[src/rtl/accg_pkg.sv]
package accg_pkg;

  typedef enum logic [1:0] {
    SCL_NONE = 2'b00,
    SCL_DOWN = 2'b01,
    SCL_UP   = 2'b10,
    SCL_RSVD = 2'b11
  } scale_e;

  typedef struct packed {
    logic e;
    logic u;
    logic n;
    logic z;
    logic v;
    logic c;
  } arith_flags_t;

endpackage

[src/rtl/accg_rst_sync.sv]
module accg_rst_sync #(
  parameter int STAGES = 2
) (
  input  logic clk,
  input  logic rst_n,
  output logic rst_sync_n
);

  logic [STAGES-1:0] sh_q;
  logic [STAGES-1:0] sh_d;

  always_comb begin
    sh_d = {sh_q[STAGES-2:0], 1'b1};
  end

  always_ff @(posedge clk or negedge rst_n) begin
    if (!rst_n) begin
      sh_q <= '0;
    end else begin
      sh_q <= sh_d;
    end
  end

  assign rst_sync_n = sh_q[STAGES-1];

endmodule

[src/rtl/accg_window.sv]
module accg_window
  import accg_pkg::*;
#(
  parameter int ACC_W  = 56,
  parameter int INT_LO = 47
) (
  input  logic [ACC_W-1:0] res,
  input  logic [1:0]       scale,
  output logic             ext,
  output logic             unnorm
);

  localparam int N_VAR = 3;

  logic [N_VAR-1:0] ext_v;
  logic [N_VAR-1:0] unn_v;

  // variant 0: no scaling, 1: window one bit higher, 2: one bit lower
  for (genvar g = 0; g < N_VAR; g++) begin : g_var
    localparam int LO   = INT_LO + ((g == 1) ? 1 : 0) - ((g == 2) ? 1 : 0);
    localparam int SPAN = ACC_W - LO;
    logic [SPAN-1:0] win;
    assign win      = res[ACC_W-1:LO];
    assign ext_v[g] = ~((&win) | ~(|win));
    assign unn_v[g] = ~(res[LO] ^ res[LO-1]);
  end

  always_comb begin
    unique case (scale_e'(scale))
      SCL_DOWN: begin
        ext    = ext_v[1];
        unnorm = unn_v[1];
      end
      SCL_UP: begin
        ext    = ext_v[2];
        unnorm = unn_v[2];
      end
      default: begin
        ext    = ext_v[0];
        unnorm = unn_v[0];
      end
    endcase
  end

endmodule

[src/rtl/accg_limit.sv]
module accg_limit (
  input  logic clk,
  input  logic rst_n,
  input  logic set_i,
  input  logic clr_i,
  output logic lim_q
);

  logic lim_d;

  always_comb begin
    lim_d = lim_q;
    if (set_i) begin
      lim_d = 1'b1;
    end else if (clr_i) begin
      lim_d = 1'b0;
    end
  end

  always_ff @(posedge clk or negedge rst_n) begin
    if (!rst_n) begin
      lim_q <= 1'b0;
    end else begin
      lim_q <= lim_d;
    end
  end

endmodule

[src/rtl/acc_ccr_gen.sv]
module acc_ccr_gen
  import accg_pkg::*;
#(
  parameter int ACC_W      = 56,
  parameter int INT_LO     = 47,
  parameter int SYNC_STAGES = 2
) (
  input  logic             clk,
  input  logic             rst_n,
  input  logic [ACC_W-1:0] res_i,
  input  logic             carry_i,
  input  logic             ovf_i,
  input  logic             lim_evt_i,
  input  logic [1:0]       scale_i,
  input  logic             upd_en_i,
  input  logic             lim_clr_i,
  output logic             flag_l_o,
  output logic             flag_e_o,
  output logic             flag_u_o,
  output logic             flag_n_o,
  output logic             flag_z_o,
  output logic             flag_v_o,
  output logic             flag_c_o
);

  logic         rst_sync_n;
  logic         ext_w;
  logic         unn_w;
  logic         lim_set;
  arith_flags_t ar_d;
  arith_flags_t ar_q;

  accg_rst_sync #(.STAGES(SYNC_STAGES)) u_rst (
    .clk        (clk),
    .rst_n      (rst_n),
    .rst_sync_n (rst_sync_n)
  );

  accg_window #(.ACC_W(ACC_W), .INT_LO(INT_LO)) u_win (
    .res    (res_i),
    .scale  (scale_i),
    .ext    (ext_w),
    .unnorm (unn_w)
  );

  // next state of the arithmetic flags, enable written out
  always_comb begin
    ar_d = ar_q;
    if (upd_en_i) begin
      ar_d.e = ext_w;
      ar_d.u = unn_w;
      ar_d.n = res_i[ACC_W-1];
      ar_d.z = ~(|res_i);
      ar_d.v = ovf_i;
      ar_d.c = carry_i;
    end
  end

  always_ff @(posedge clk or negedge rst_sync_n) begin
    if (!rst_sync_n) begin
      ar_q <= '0;
    end else begin
      ar_q <= ar_d;
    end
  end

  assign lim_set = (upd_en_i & ovf_i) | lim_evt_i;

  accg_limit u_lim (
    .clk   (clk),
    .rst_n (rst_sync_n),
    .set_i (lim_set),
    .clr_i (lim_clr_i),
    .lim_q (flag_l_o)
  );

  assign flag_e_o = ar_q.e;
  assign flag_u_o = ar_q.u;
  assign flag_n_o = ar_q.n;
  assign flag_z_o = ar_q.z;
  assign flag_v_o = ar_q.v;
  assign flag_c_o = ar_q.c;

endmodule

[config.mk]
export PLATFORM = sky130hd
export DESIGN_NAME = acc_ccr_gen
export DESIGN_NICKNAME = d
export VERILOG_FILES = /design/src/rtl/accg_pkg.sv /design/src/rtl/accg_rst_sync.sv /design/src/rtl/accg_window.sv /design/src/rtl/accg_limit.sv /design/src/rtl/acc_ccr_gen.sv
export SDC_FILE = /design/constraint.sdc
export NUM_CORES = 1
export LEC_CHECK = 0
export BUFFER_PORTS_ARGS = -buffer_cell sky130_fd_sc_hd__buf_4
export CAP_MARGIN = 10
export CELL_PAD_IN_SITES_DETAIL_PLACEMENT = 1
export CELL_PAD_IN_SITES_GLOBAL_PLACEMENT = 2
export CORE_MARGIN = 5
export CORE_UTILIZATION = 16
export DETAILED_ROUTE_END_ITERATION = 6
export GPL_TIMING_DRIVEN = 0
export PLACE_DENSITY = 0.8
export SLEW_MARGIN = 20
export SYNTH_ARGS = -nofsm -noshare
export SYNTH_HDL_FRONTEND = slang
export SYNTH_SLANG_ARGS = --single-unit
[constraint.sdc]
create_clock -name clk -period 0.8 [get_ports clk]
set_input_delay 0.16 -clock clk [delete_from_list [all_inputs] [get_ports clk]]
set_output_delay 0.16 -clock clk [all_outputs]
set_load 0.03 [all_outputs]
# [Yosys cells after proc, flatten, opt, wreduce, memory -nomap -nowiden]
# Cells that the tools add are included.
[totals] register_bits=9 output_inout_bits=7 wordCells=40 in_bits=65
[op_classes] n_bitwise=18 mux=4 eq_ne=2 reduce_logical=8
[op_table] cell="$reduce_or 56->1" count=1
[op_table] cell="$not 1->1" count=10
[op_table] cell="$reduce_and 10->1" count=1
[op_table] cell="$reduce_or 10->1" count=1
[op_table] cell="$reduce_and 9->1" count=1
[op_table] cell="$reduce_or 9->1" count=1
[op_table] cell="$reduce_and 8->1" count=1
[op_table] cell="$reduce_or 8->1" count=1
[op_table] cell="$or 1x1->1" count=4
[op_table] cell="$pmux 1 s2" count=2
[op_table] cell="$xor 1x1->1" count=3
[op_table] cell="$eq 2x1->1 const B" count=1
[op_table] cell="$eq 2x2->1 const B" count=1
[op_table] cell="$mux 1" count=2
[op_table] cell="$reduce_bool 2->1" count=1
[op_table] cell="$and 1x1->1" count=1

# [Depth between registers and ports, before layout]
# Gate-level depths: netlist (run 1).
[logic_depth] ltp_word=5 mapped_depth=6 mapped_depth_nobuf=6

# [By module]
# A second synthesis (run 1) with hierarchy kept.
[unflattened] hier_cells=70 hier_area_um2=686.9
[modules_own_cells] mod="acc_ccr_gen" cells_per_inst=35 instances=1 seq_area_each_um2=150.1 area_each_um2=374.1
[modules_own_cells] mod="accg_window" cells_per_inst=29 instances=1 seq_area_each_um2=0.0 area_each_um2=222.7
[modules_own_cells] mod="accg_rst_sync" cells_per_inst=3 instances=1 seq_area_each_um2=50.0 area_each_um2=53.8
[modules_own_cells] mod="accg_limit" cells_per_inst=3 instances=1 seq_area_each_um2=25.0 area_each_um2=36.3

# [Least setup slack after synthesis (run 1)]
# OpenSTA, ideal clock, no wires.
[synth_timing] path_type="input to register" start="in res_i[52]" end="reg ar_q (netlist bit flag_e_o)" setup_ns=0.126 required_time_ns=0.674 n_path_buf=0 setup_slack_ns=-0.642 t_arrival_ns=1.316 path_stages=4 path_cell_list="or4_1 nand3b_4 a22o_1 a221o_1"
[synth_between] elab_chain_cells=5 elab_cells_between_ends=16 cone_classes="mux: 1; bitwise: 9; reduce/logical: 6"
[synth_rtl] item="start, declared" line="acc_ccr_gen.sv:10" source="input logic [ACC_W-1:0] res_i,"
[synth_rtl] item="$reduce_or 10->1, or another cell as far along" line="accg_window.sv:24" source="assign ext_v[g] = ~((&win) | ~(|win));"
[synth_rtl] item="$not 1->1" line="accg_window.sv:24"
[synth_rtl] item="$or 1x1->1" line="accg_window.sv:24"
[synth_rtl] item="$not 1->1" line="accg_window.sv:24"
[synth_rtl] item="$pmux 1 s2 (*)" line="accg_window.sv:29" source="unique case (scale_e'(scale))"
[synth_rtl] item="end signal, assigned" line="acc_ccr_gen.sv:63" source="ar_q <= ar_d;"
[synth_rtl] item="end, declared" line="acc_ccr_gen.sv:31" source="arith_flags_t ar_q;"
# Mark *: on every way between the ends. The rest lies on a longest branch, timed or not.
# A chain may end at the register's enable or synchronous reset.

# [Worst setup path in the final report (run 1)]
[layout_timing] start="in res_i[55]" end="reg ar_q (netlist bit flag_e_o)"
# The elaborated chain is that of the path after synthesis.

==> results by group, run 1 <==
Status
  – Status: complete, but fails checks
  – Violated checks: negative setup slack

Synth
  – Largest area contributor in the netlist: dfrtp_1
  – Top-count cell post-synth: nor4_1
  – Yosys Warn Count: 0
  – Post-Syn Area: 651 sq um
  – Post-Syn Instances: 66
  – Yosys reg bits: 9
  – Asr flop ratio synth: 1.00
  – Cell variety after synth: 25
  – EDFF count, synth: 0
  – Syn Area/Cell: 9.86 sq um
  – Ranking of synthesized cells by area: dfrtp_1 35%, ha_1 12%, nor4_1 12%
  – Synth cell count leaders: 12 x nor4_1, 9 x dfrtp_1, 9 x inv_1
  – Synth Net Count: 137
  – Seq/Total Area, Yosys: 0.346
  – Top FF cell, synth: dfrtp_1
  – Synth top area share: 0.346

Routing
  – Iteration-0 DRC Markers: 7
  – Vias: 830
  – Total wire length: 3020 microns
  – First drt pass iteration count: 4
  – Routed vias/inst: 4.23
  – DRC violation count after routing: 0
  – Routed Antenna Nets: 0
  – Wirelength per Cell: 15.4 microns

STA
  – Fin Setup TNS: -1940 ps
  – Hold WS: 103 ps
  – Final Skew: 1.17 ps
  – Crit path time final: 1350 ps
  – Final hold violation count: 0
  – Final Max Tran Viols: 0
  – RSZ-0062 raised after global routing: true
  – Final Setup Violations: 10
  – FMAX: 0.743 GHz
  – Period utilization: 1.68
  – Final worst slack: -547 ps

Setup path
  – R2R setup slack: -80 ps
  – Data required, critical path: 900 ps
  – Delay-heaviest family, CP: simple AND/OR/NAND/NOR gates
  – Crit path arrival time: 1450 ps
  – Critical path type: in2reg
  – Critical-path maximum fanout: 2
  – Cell Chain, Critical Path: buf_6, or4_4, nand3b_4, a22o_1, a221o_1
  – Startpoint Class: primary input
  – Critical path endpoint category: flop
  – Max incr delay on CP: 530 ps
  – CP max stage cell: or4_4
  – Worst path buffer plus inverter count: 1

Placement
  – Port bufs: 70
  – Area post-placement: 1310 sq um
  – Cell Count Post-Placement: 186
  – Routability cong.: 0.763
  – DP Worst Slack: -832 ps
  – Hpwl dp: 2690 microns

Worst hold path
  – Worst min path class: reg2async

Finish
  – Syn-to-layout area delta: 132%
  – N_diodes: 0
  – # nets final: 218
  – Final Non-Filler Cells: 196
  – Register area: 230 sq um
  – Fin area: 1510 sq um
  – Share of layout cells above drive strength 1: 0.699
  – Multi-input gate area: 478 sq um
  – # fillers: 470

Pwr
  – PwrDens: 1120 nW/um^2
  – Pleak: 0.740 nW
  – Peak supply drop: 0.894 mV

Clock tree
  – CTS clk-pin slew, worst paths: 40 ps
  – CTS root buf: clkbuf_8
  – H-tree levels: 1
  – CTS tree: built
  – Clk_lat worst skew: 220 ps
  – CTS Buf Count: 3
  – Clock tree buffer depth: 2
  – Clk sinks: 9

GRT
  – Antenna violations before repair: 0
  – Total GRT Usage: 0.113
  – First-pass GRT wire length: 4700 microns
  – Vias in the first global route: 1053
  – Total congestion overflow: 0
  – Largest net degree at the start of global routing: 9

Die
  – Starting density of the core: 0.164
  – Die Y: 73.8 microns
  – Core Footprint: 3970 sq um
  – # IOs: 72
  – Die W: 73.8 microns
  – Site Rows: 23
  – Die area: 5440 sq um

Run
  – Max_cap viols: 0
==> final timing paths <==
kind	from	end	cells past startpoint
worst max-delay path	res_i[55]	flag_e_o	5
worst min-delay path	u_rst.sh_q[1]	flag_u_o	0
worst max register to register	flag_e_o	flag_e_o	1
worst min register to register	u_rst.sh_q[1]	flag_u_o	0
max in group asynchronous	rst_n	u_rst.sh_q[1]	2
min in group clk	lim_evt_i	u_lim.lim_q	2
==> layout by cell type (no fill, tap or decap), types with 2 or more instances in the layout <==
master,n
nor4_1,9
buf_12,2
buf_4,64
nand2_1,3
ha_4,3
nor4_2,2
a221o_1,2
buf_6,9
dfrtp_1,5
dfrtp_2,4
clkbuf_8,3
ha_1,3
nand4_1,4
inv_12,2
mux2_2,3
inv_1,6
==> flip-flops by register name, summed over array words and instances (netlist names) <==
register	cells
flag_z_o	1
flag_v_o	1
flag_u_o	1
u_lim.lim_q	1
flag_e_o	1
u_rst.sh_q	2
flag_c_o	1
flag_n_o	1
==> through the flow <==
| stage | util | power (mW) |
|---|---|---|
| after global placement | 0.329 | 1.09 |
| after global routing | 0.381 | 1.79 |
| after floorplan | - | 0.747 |
| final | 0.381 | 1.69 |
| after CTS | 0.373 | 1.70 |
| after detailed placement | 0.329 | 1.11 |
==> area by class of cell <==
type                       count  area share
inverter                       9      0.0389
timing repair buffer          76       0.418
buffer                         1     0.00331
sequential                     9       0.152
multi-input combinational     47       0.316
tap                           50      0.0414
clock buffer                   4      0.0298
==> where the power goes <==
group	switching, mW	internal (mW)	total, mW
Sequential	0.0334	0.500	0.534
Clock	0.158	0.345	0.503
Combinational	0.258	0.397	0.655
Total	0.450	1.24	1.69
==> metal layers <==
metal,track usage,share of wire,up-vias,routed length (microns)
met5,0,0,-,0
met4,0.0181,0.0070,0,21
met3,0.0164,0.037,2,111
met2,0.263,0.66,18,1990
met1,0.0934,0.30,399,894
li1,-,-,411,-
==> cell families after synthesis <==
| family | share of synthesized area |
|---|---|
| XOR/XNOR | 0.0135 |
| flip-flops | 0.346 |
| other | 0.00576 |
| AND/OR/NAND/NOR | 0.300 |
| multiplexers | 0.0519 |
| adder cells (fa/ha/maj) | 0.115 |
| AO/OA/AOI/OAI | 0.110 |
| buffers and inverters | 0.0577 |
==> timing repair <==
item / CTS / global route
hold buffers: 1 / 0
buffers inserted: 3 / 2
resized for setup: 20 / 3
hold endpoints to repair: 2 / 0
endpoints found under the setup margin: 11 / 12
pin swaps: 6 / 1
No activity file was read; power rests on OpenSTA's default activity.
==> run 2: changes to the inputs <==
Settings changed: RECOVER_POWER set to 50.
==> results by group, run 2 (synthesized netlist as in run 1, its figures left out) <==
Setup path
  – CP max stage cell: or4_4
  – Max incr delay on CP: 530 ps (about the same)
  – Crit path arrival time: 1450 ps (about the same)
  – Startpoint Class: primary input
  – Cell Chain, Critical Path: buf_6, or4_4, nand3b_4, a22o_1, a221o_1
  – Critical path endpoint category: flop
  – Data required, critical path: 900 ps (about the same)
  – Worst path buffer plus inverter count: 1 (unchanged)
  – Delay-heaviest family, CP: simple AND/OR/NAND/NOR gates
  – Critical-path maximum fanout: 2 (unchanged)
  – Critical path type: in2reg

GRT
  – Total congestion overflow: 0 (unchanged)
  – Total GRT Usage: 0.113 (unchanged)
  – Largest net degree at the start of global routing: 9 (unchanged)
  – Vias in the first global route: 1053 (unchanged)
  – Antenna violations before repair: 0 (unchanged)
  – First-pass GRT wire length: 4700 microns (unchanged)

Die
  – # IOs: 72 (unchanged)
  – Starting density of the core: 0.164 (unchanged)
  – Site Rows: 23 (unchanged)
  – Die W: 73.8 microns (unchanged)
  – Core Footprint: 3970 sq um (unchanged)
  – Die Y: 73.8 microns (unchanged)
  – Die area: 5440 sq um (unchanged)

Pwr
  – Internal power: 1.24 mW (-0.16%)
  – Comb pwr share: 0.386 (about the same)
  – Clock power share: 0.298 (about the same)
  – Switch share: 0.266 (+0.000322)
  – Sequential share of power: 0.316 (about the same)
  – Pleak: 0.736 nW (-0.49%)
  – Peak supply drop: 0.888 mV (-0.75%)
  – Total net switching power: 450 uW (about the same)
  – PwrDens: 1120 nW/um^2 (+0.13%)

Finish
  – Most frequent cells in the layout: 63 x buf_4, 9 x nor4_1, 9 x buf_6
  – # nets final: 218 (unchanged)
  – Syn-to-layout area delta: 132%
  – Commonest non-fill, non-tap cell in the layout: buf_4
  – Fin area: 1510 sq um (-0.25%)
  – N_diodes: 0 (unchanged)
  – Max reg flops: 2 (unchanged)
  – Share of layout cells above drive strength 1: 0.692 (-0.00685)
  – Largest register by flop count: u_rst.sh_q

Placement
  – Hpwl dp: 2690 microns (unchanged)
  – Area post-placement: 1310 sq um (unchanged)
  – Port bufs: 70 (unchanged)
  – Routability cong.: 0.763 (unchanged)

Routing
  – Vias: 830 (unchanged)
  – Total wire length: 3020 microns (about the same)
  – Iteration-0 DRC Markers: 7 (unchanged)
  – Met2 routed WL: 1990 microns (about the same)
  – Top Metal Used: met4
  – Post-Route M1 WL: 896 microns (+0.22%)
  – First drt pass iteration count: 4 (unchanged)
  – Routed Antenna Nets: 0 (unchanged)
  – Met3 WL: 111 microns (unchanged)
  – DRC violation count after routing: 0 (unchanged)
  – Wirelength per Cell: 15.4 microns (about the same)
  – Routed vias/inst: 4.23 (unchanged)

STA
  – Hold WS: 103 ps (unchanged)
  – Crit path time final: 1350 ps (-0.00100 ps)
  – Period utilization: 1.68 (about the same)
  – RSZ-0062 raised after global routing: true
  – Final Skew: 1.17 ps (+0.00121 ps)
  – Final Setup Violations: 10 (unchanged)
  – Final hold violation count: 0 (unchanged)
  – Final worst slack: -547 ps (+0.00100 ps)
  – FMAX: 0.743 GHz (unchanged)
  – Final Max Tran Viols: 0 (unchanged)

Status
  – Status: complete, but fails checks
  – Violated checks: negative setup slack

Clock tree
  – Clock tree buffer depth: 2 (unchanged)
  – Clk sinks: 9 (unchanged)
  – H-tree levels: 1 (unchanged)
  – CTS clk-pin slew, worst paths: 40 ps (about the same)
  – CTS Buf Count: 3 (unchanged)
  – Clk_lat worst skew: 220 ps (about the same)
  – CTS root buf: clkbuf_8
  – CTS tree: built

Worst hold path
  – Worst min path class: reg2async

Run
  – Max_cap viols: 0 (unchanged)
## run 2: final timing paths
path | start | to | slack (ps) | cells past startpoint
max reg2reg | flag_e_o | flag_e_o | -80 | 1
min | u_rst.sh_q[1] | flag_u_o | 100 | 0
max | res_i[55] | flag_e_o | -550 | 5
max in group asynchronous | rst_n | u_rst.sh_q[1] | 430 | 2
min reg2reg | u_rst.sh_q[1] | flag_u_o | 100 | 0
min in group clk | lim_evt_i | u_lim.lim_q | 140 | 2
## run 2: what timing repair did
| action | in CTS | in global routing |
|---|---|---|
| resized for setup | 20 | 3 |
| buffers inserted | 3 | 2 |
| endpoints found under the hold margin | 2 | 0 |
| setup endpoints to repair | 11 | 12 |
| pin swaps | 6 | 1 |
| hold buffers | 1 | 0 |
## run 2: layer usage
layer  vias up  track usage
li1        411            -
met1       399       0.0934
met2        18        0.263
met3         2       0.0164
met4         0       0.0181
met5         -            0
## run 2: final cells by class
| class | instances | area [sq um] |
|---|---|---|
| Clock buffer | 4 | 45.0 |
| Timing Repair Buffer | 76 | 628 |
| Inverter | 9 | 58.8 |
| Fill cell | 470 | 2460 |
| Buffer | 1 | 5.00 |
| Multi-Input combinational cell | 47 | 478 |
| Tap cell | 50 | 62.6 |
| Sequential cell | 9 | 230 |
## run 2: power groups by stage
stage | sequential [mW] | combinational [mW] | clock (mW)
3_5_place_dp | 0.533 | 0.582 | 0
5_1_grt | 0.539 | 0.700 | 0.546
4_1_cts | 0.535 | 0.641 | 0.522
3_3_place_gp | 0.532 | 0.561 | 0
2_1_floorplan | 0.599 | 0.148 | 0
6_report | 0.534 | 0.653 | 0.503
## run 2: stage by stage
step | TNS [ps] | power, mW | std cells | utilization | setup slack [ps]
final | -1940 | 1.69 | 196 | 0.380 | -547
after global routing | -2170 | 1.79 | 196 | 0.380 | -565
after CTS | -1920 | 1.70 | 194 | 0.373 | -572
after detailed placement | -2070 | 1.11 | 186 | 0.329 | -832
after global placement | -1950 | 1.09 | 186 | 0.329 | -818
after floorplan | -1340 | 0.747 | 66 | - | -621
==> run 3: changes to the inputs <==
Settings changed: SKIP_CTS_REPAIR_TIMING set to 1.
==> results by group, run 3 (synthesized netlist as in run 1, its figures left out) <==
Status
  – Status: complete, but fails checks
  – Violated checks: negative setup slack

Finish
  – Most frequent cells in the layout: 61 x buf_4, 10 x nor4_1, 8 x buf_6
  – Syn-to-layout area delta: 127%
  – Commonest non-fill, non-tap cell in the layout: buf_4
  – Fin area: 1480 sq um (-2.0%)
  – Max reg flops: 2 (unchanged)
  – # nets final: 215 (-1.4%)
  – Final Non-Filler Cells: 193 (-1.5%)
  – Share of layout cells above drive strength 1: 0.685 (-0.00647)
  – Largest register by flop count: u_rst.sh_q
  – N_diodes: 0 (unchanged)

Setup path
  – Data required, critical path: 900 ps (about the same)
  – Critical path type: in2reg
  – Reg-to-reg startpoint: flag_e_o
  – R2r worst-path depth: 1 (unchanged)
  – Startpoint Class: primary input
  – Critical path endpoint category: flop
  – Critical-path maximum fanout: 2 (unchanged)
  – R2R setup slack: -80 ps (about the same)
  – Crit path arrival time: 1480 ps (+30 ps)
  – Reg2Reg Capture Point: flag_e_o

Placement
  – Area post-placement: 1310 sq um (unchanged)
  – Port bufs: 70 (unchanged)
  – DP Worst Slack: -832 ps (unchanged)
  – Hpwl dp: 2690 microns (unchanged)
  – Routability cong.: 0.763 (unchanged)
  – Cell Count Post-Placement: 186 (unchanged)

Clock tree
  – Clock tree buffer depth: 2 (unchanged)
  – CTS clk-pin slew, worst paths: 40 ps (about the same)
  – Clk_lat worst skew: 220 ps (about the same)
  – CTS tree: built
  – Clk sinks: 9 (unchanged)
  – H-tree levels: 1 (unchanged)
  – CTS root buf: clkbuf_8
  – CTS Buf Count: 3 (unchanged)

Pwr
  – PwrDens: 1120 nW/um^2 (+0.35%)
  – Switch share: 0.262 (-0.00368)
  – Pleak: 0.720 nW (-2.2%)
  – Peak supply drop: 0.818 mV (-7.9%)
  – Internal power: 1.23 mW (-1.2%)
  – Total power draw: 1.66 mW (-1.6%)
  – Comb pwr share: 0.380 (-0.006)
  – Clock power share: 0.299 (about the same)
  – Total net switching power: 436 uW (-3.0%)
  – Sequential share of power: 0.322 (+0.006)

GRT
  – First-pass GRT wire length: 4600 microns (-2.2%)
  – Antenna violations before repair: 0 (unchanged)
  – Largest net degree at the start of global routing: 9 (unchanged)
  – Vias in the first global route: 996 (-5.4%)
  – Total GRT Usage: 0.110 (-0.00309)
  – Total congestion overflow: 0 (unchanged)

STA
  – Final Setup Violations: 10 (unchanged)
  – Crit path time final: 1380 ps (+35.2 ps)
  – RSZ-0062 raised after global routing: true
  – Final worst slack: -582 ps (-35.2 ps)
  – FMAX: 0.724 GHz (-2.5%)
  – Final Skew: 0.252 ps (-0.917 ps)
  – Period utilization: 1.73 (+0.0440)
  – Final Max Tran Viols: 0 (unchanged)
  – Final hold violation count: 0 (unchanged)
  – Hold WS: 107 ps (+3.96 ps)

Die
  – Die W: 73.8 microns (unchanged)
  – Core Footprint: 3970 sq um (unchanged)
  – Site Rows: 23 (unchanged)
  – Starting density of the core: 0.164 (unchanged)
  – Die area: 5440 sq um (unchanged)
  – # IOs: 72 (unchanged)
  – Die Y: 73.8 microns (unchanged)

Routing
  – Vias: 829 (-0.12%)
  – Routed vias/inst: 4.30 (+1.4%)
  – First drt pass iteration count: 4 (unchanged)
  – Routed Antenna Nets: 0 (unchanged)
  – Wirelength per Cell: 15.6 microns (+1.1%)
  – Total wire length: 3010 microns (-0.50%)
  – Iteration-0 DRC Markers: 7 (unchanged)
  – DRC violation count after routing: 0 (unchanged)

Worst hold path
  – Worst min path class: reg2async

Run
  – Max_cap viols: 0 (unchanged)
[run 3: power by group through the flow]
stage	logic, mW	clock network [mW]	registers [mW]
2_1_floorplan	0.148	0	0.599
3_3_place_gp	0.561	0	0.532
3_5_place_dp	0.582	0	0.533
4_1_cts	0.585	0.522	0.528
5_1_grt	0.681	0.546	0.539
6_report	0.631	0.496	0.534
[run 3: critical path, stage by stage]
cell      delay [ps]
buf_4            110
or4_4            510
nand3b_4         170
a22o_1           190
a221o_1          330
[run 3: metal layers]
metal / up-vias / wire (microns) / GRT usage / share of wire
li1: 406 / - / - / -
met1: 399 / 951 / 0.0934 / 0.32
met2: 20 / 1920 / 0.251 / 0.64
met3: 4 / 101 / 0.0178 / 0.034
met4: 0 / 34 / 0.0181 / 0.011
met5: - / 0 / 0 / 0
[run 3: how the worst max path moves through the flow]
| stage | start | endpoint | slack (ps) | cells past startpoint |
|---|---|---|---|---|
| floorplan | res_i[52] | flag_e_o | -620 | 4 |
| global placement | res_i[52] | flag_e_o | -820 | 5 |
| detailed placement | res_i[52] | flag_e_o | -830 | 5 |
| CTS | res_i[52] | flag_e_o | -600 | 5 |
| global route | res_i[55] | flag_e_o | -610 | 5 |
| finish | res_i[53] | flag_e_o | -580 | 5 |
[run 3: cell type report]
| type | count | area (sq um) |
|---|---|---|
| fill | 469 | 2490 |
| timing repair buffer | 73 | 602 |
| multi-input combinational | 47 | 472 |
| sequential | 9 | 230 |
| tap | 50 | 62.6 |
| inverter | 9 | 58.8 |
| clock buffer | 4 | 45.0 |
| buffer | 1 | 7.51 |
[run 3: per-stage QoR]
step / util / setup TNS [ps]
2_1_floorplan: - / -1340
3_3_place_gp: 0.329 / -1950
3_5_place_dp: 0.329 / -2070
4_1_cts: 0.340 / -2220
5_1_grt: 0.372 / -2180
6_report: 0.372 / -1930
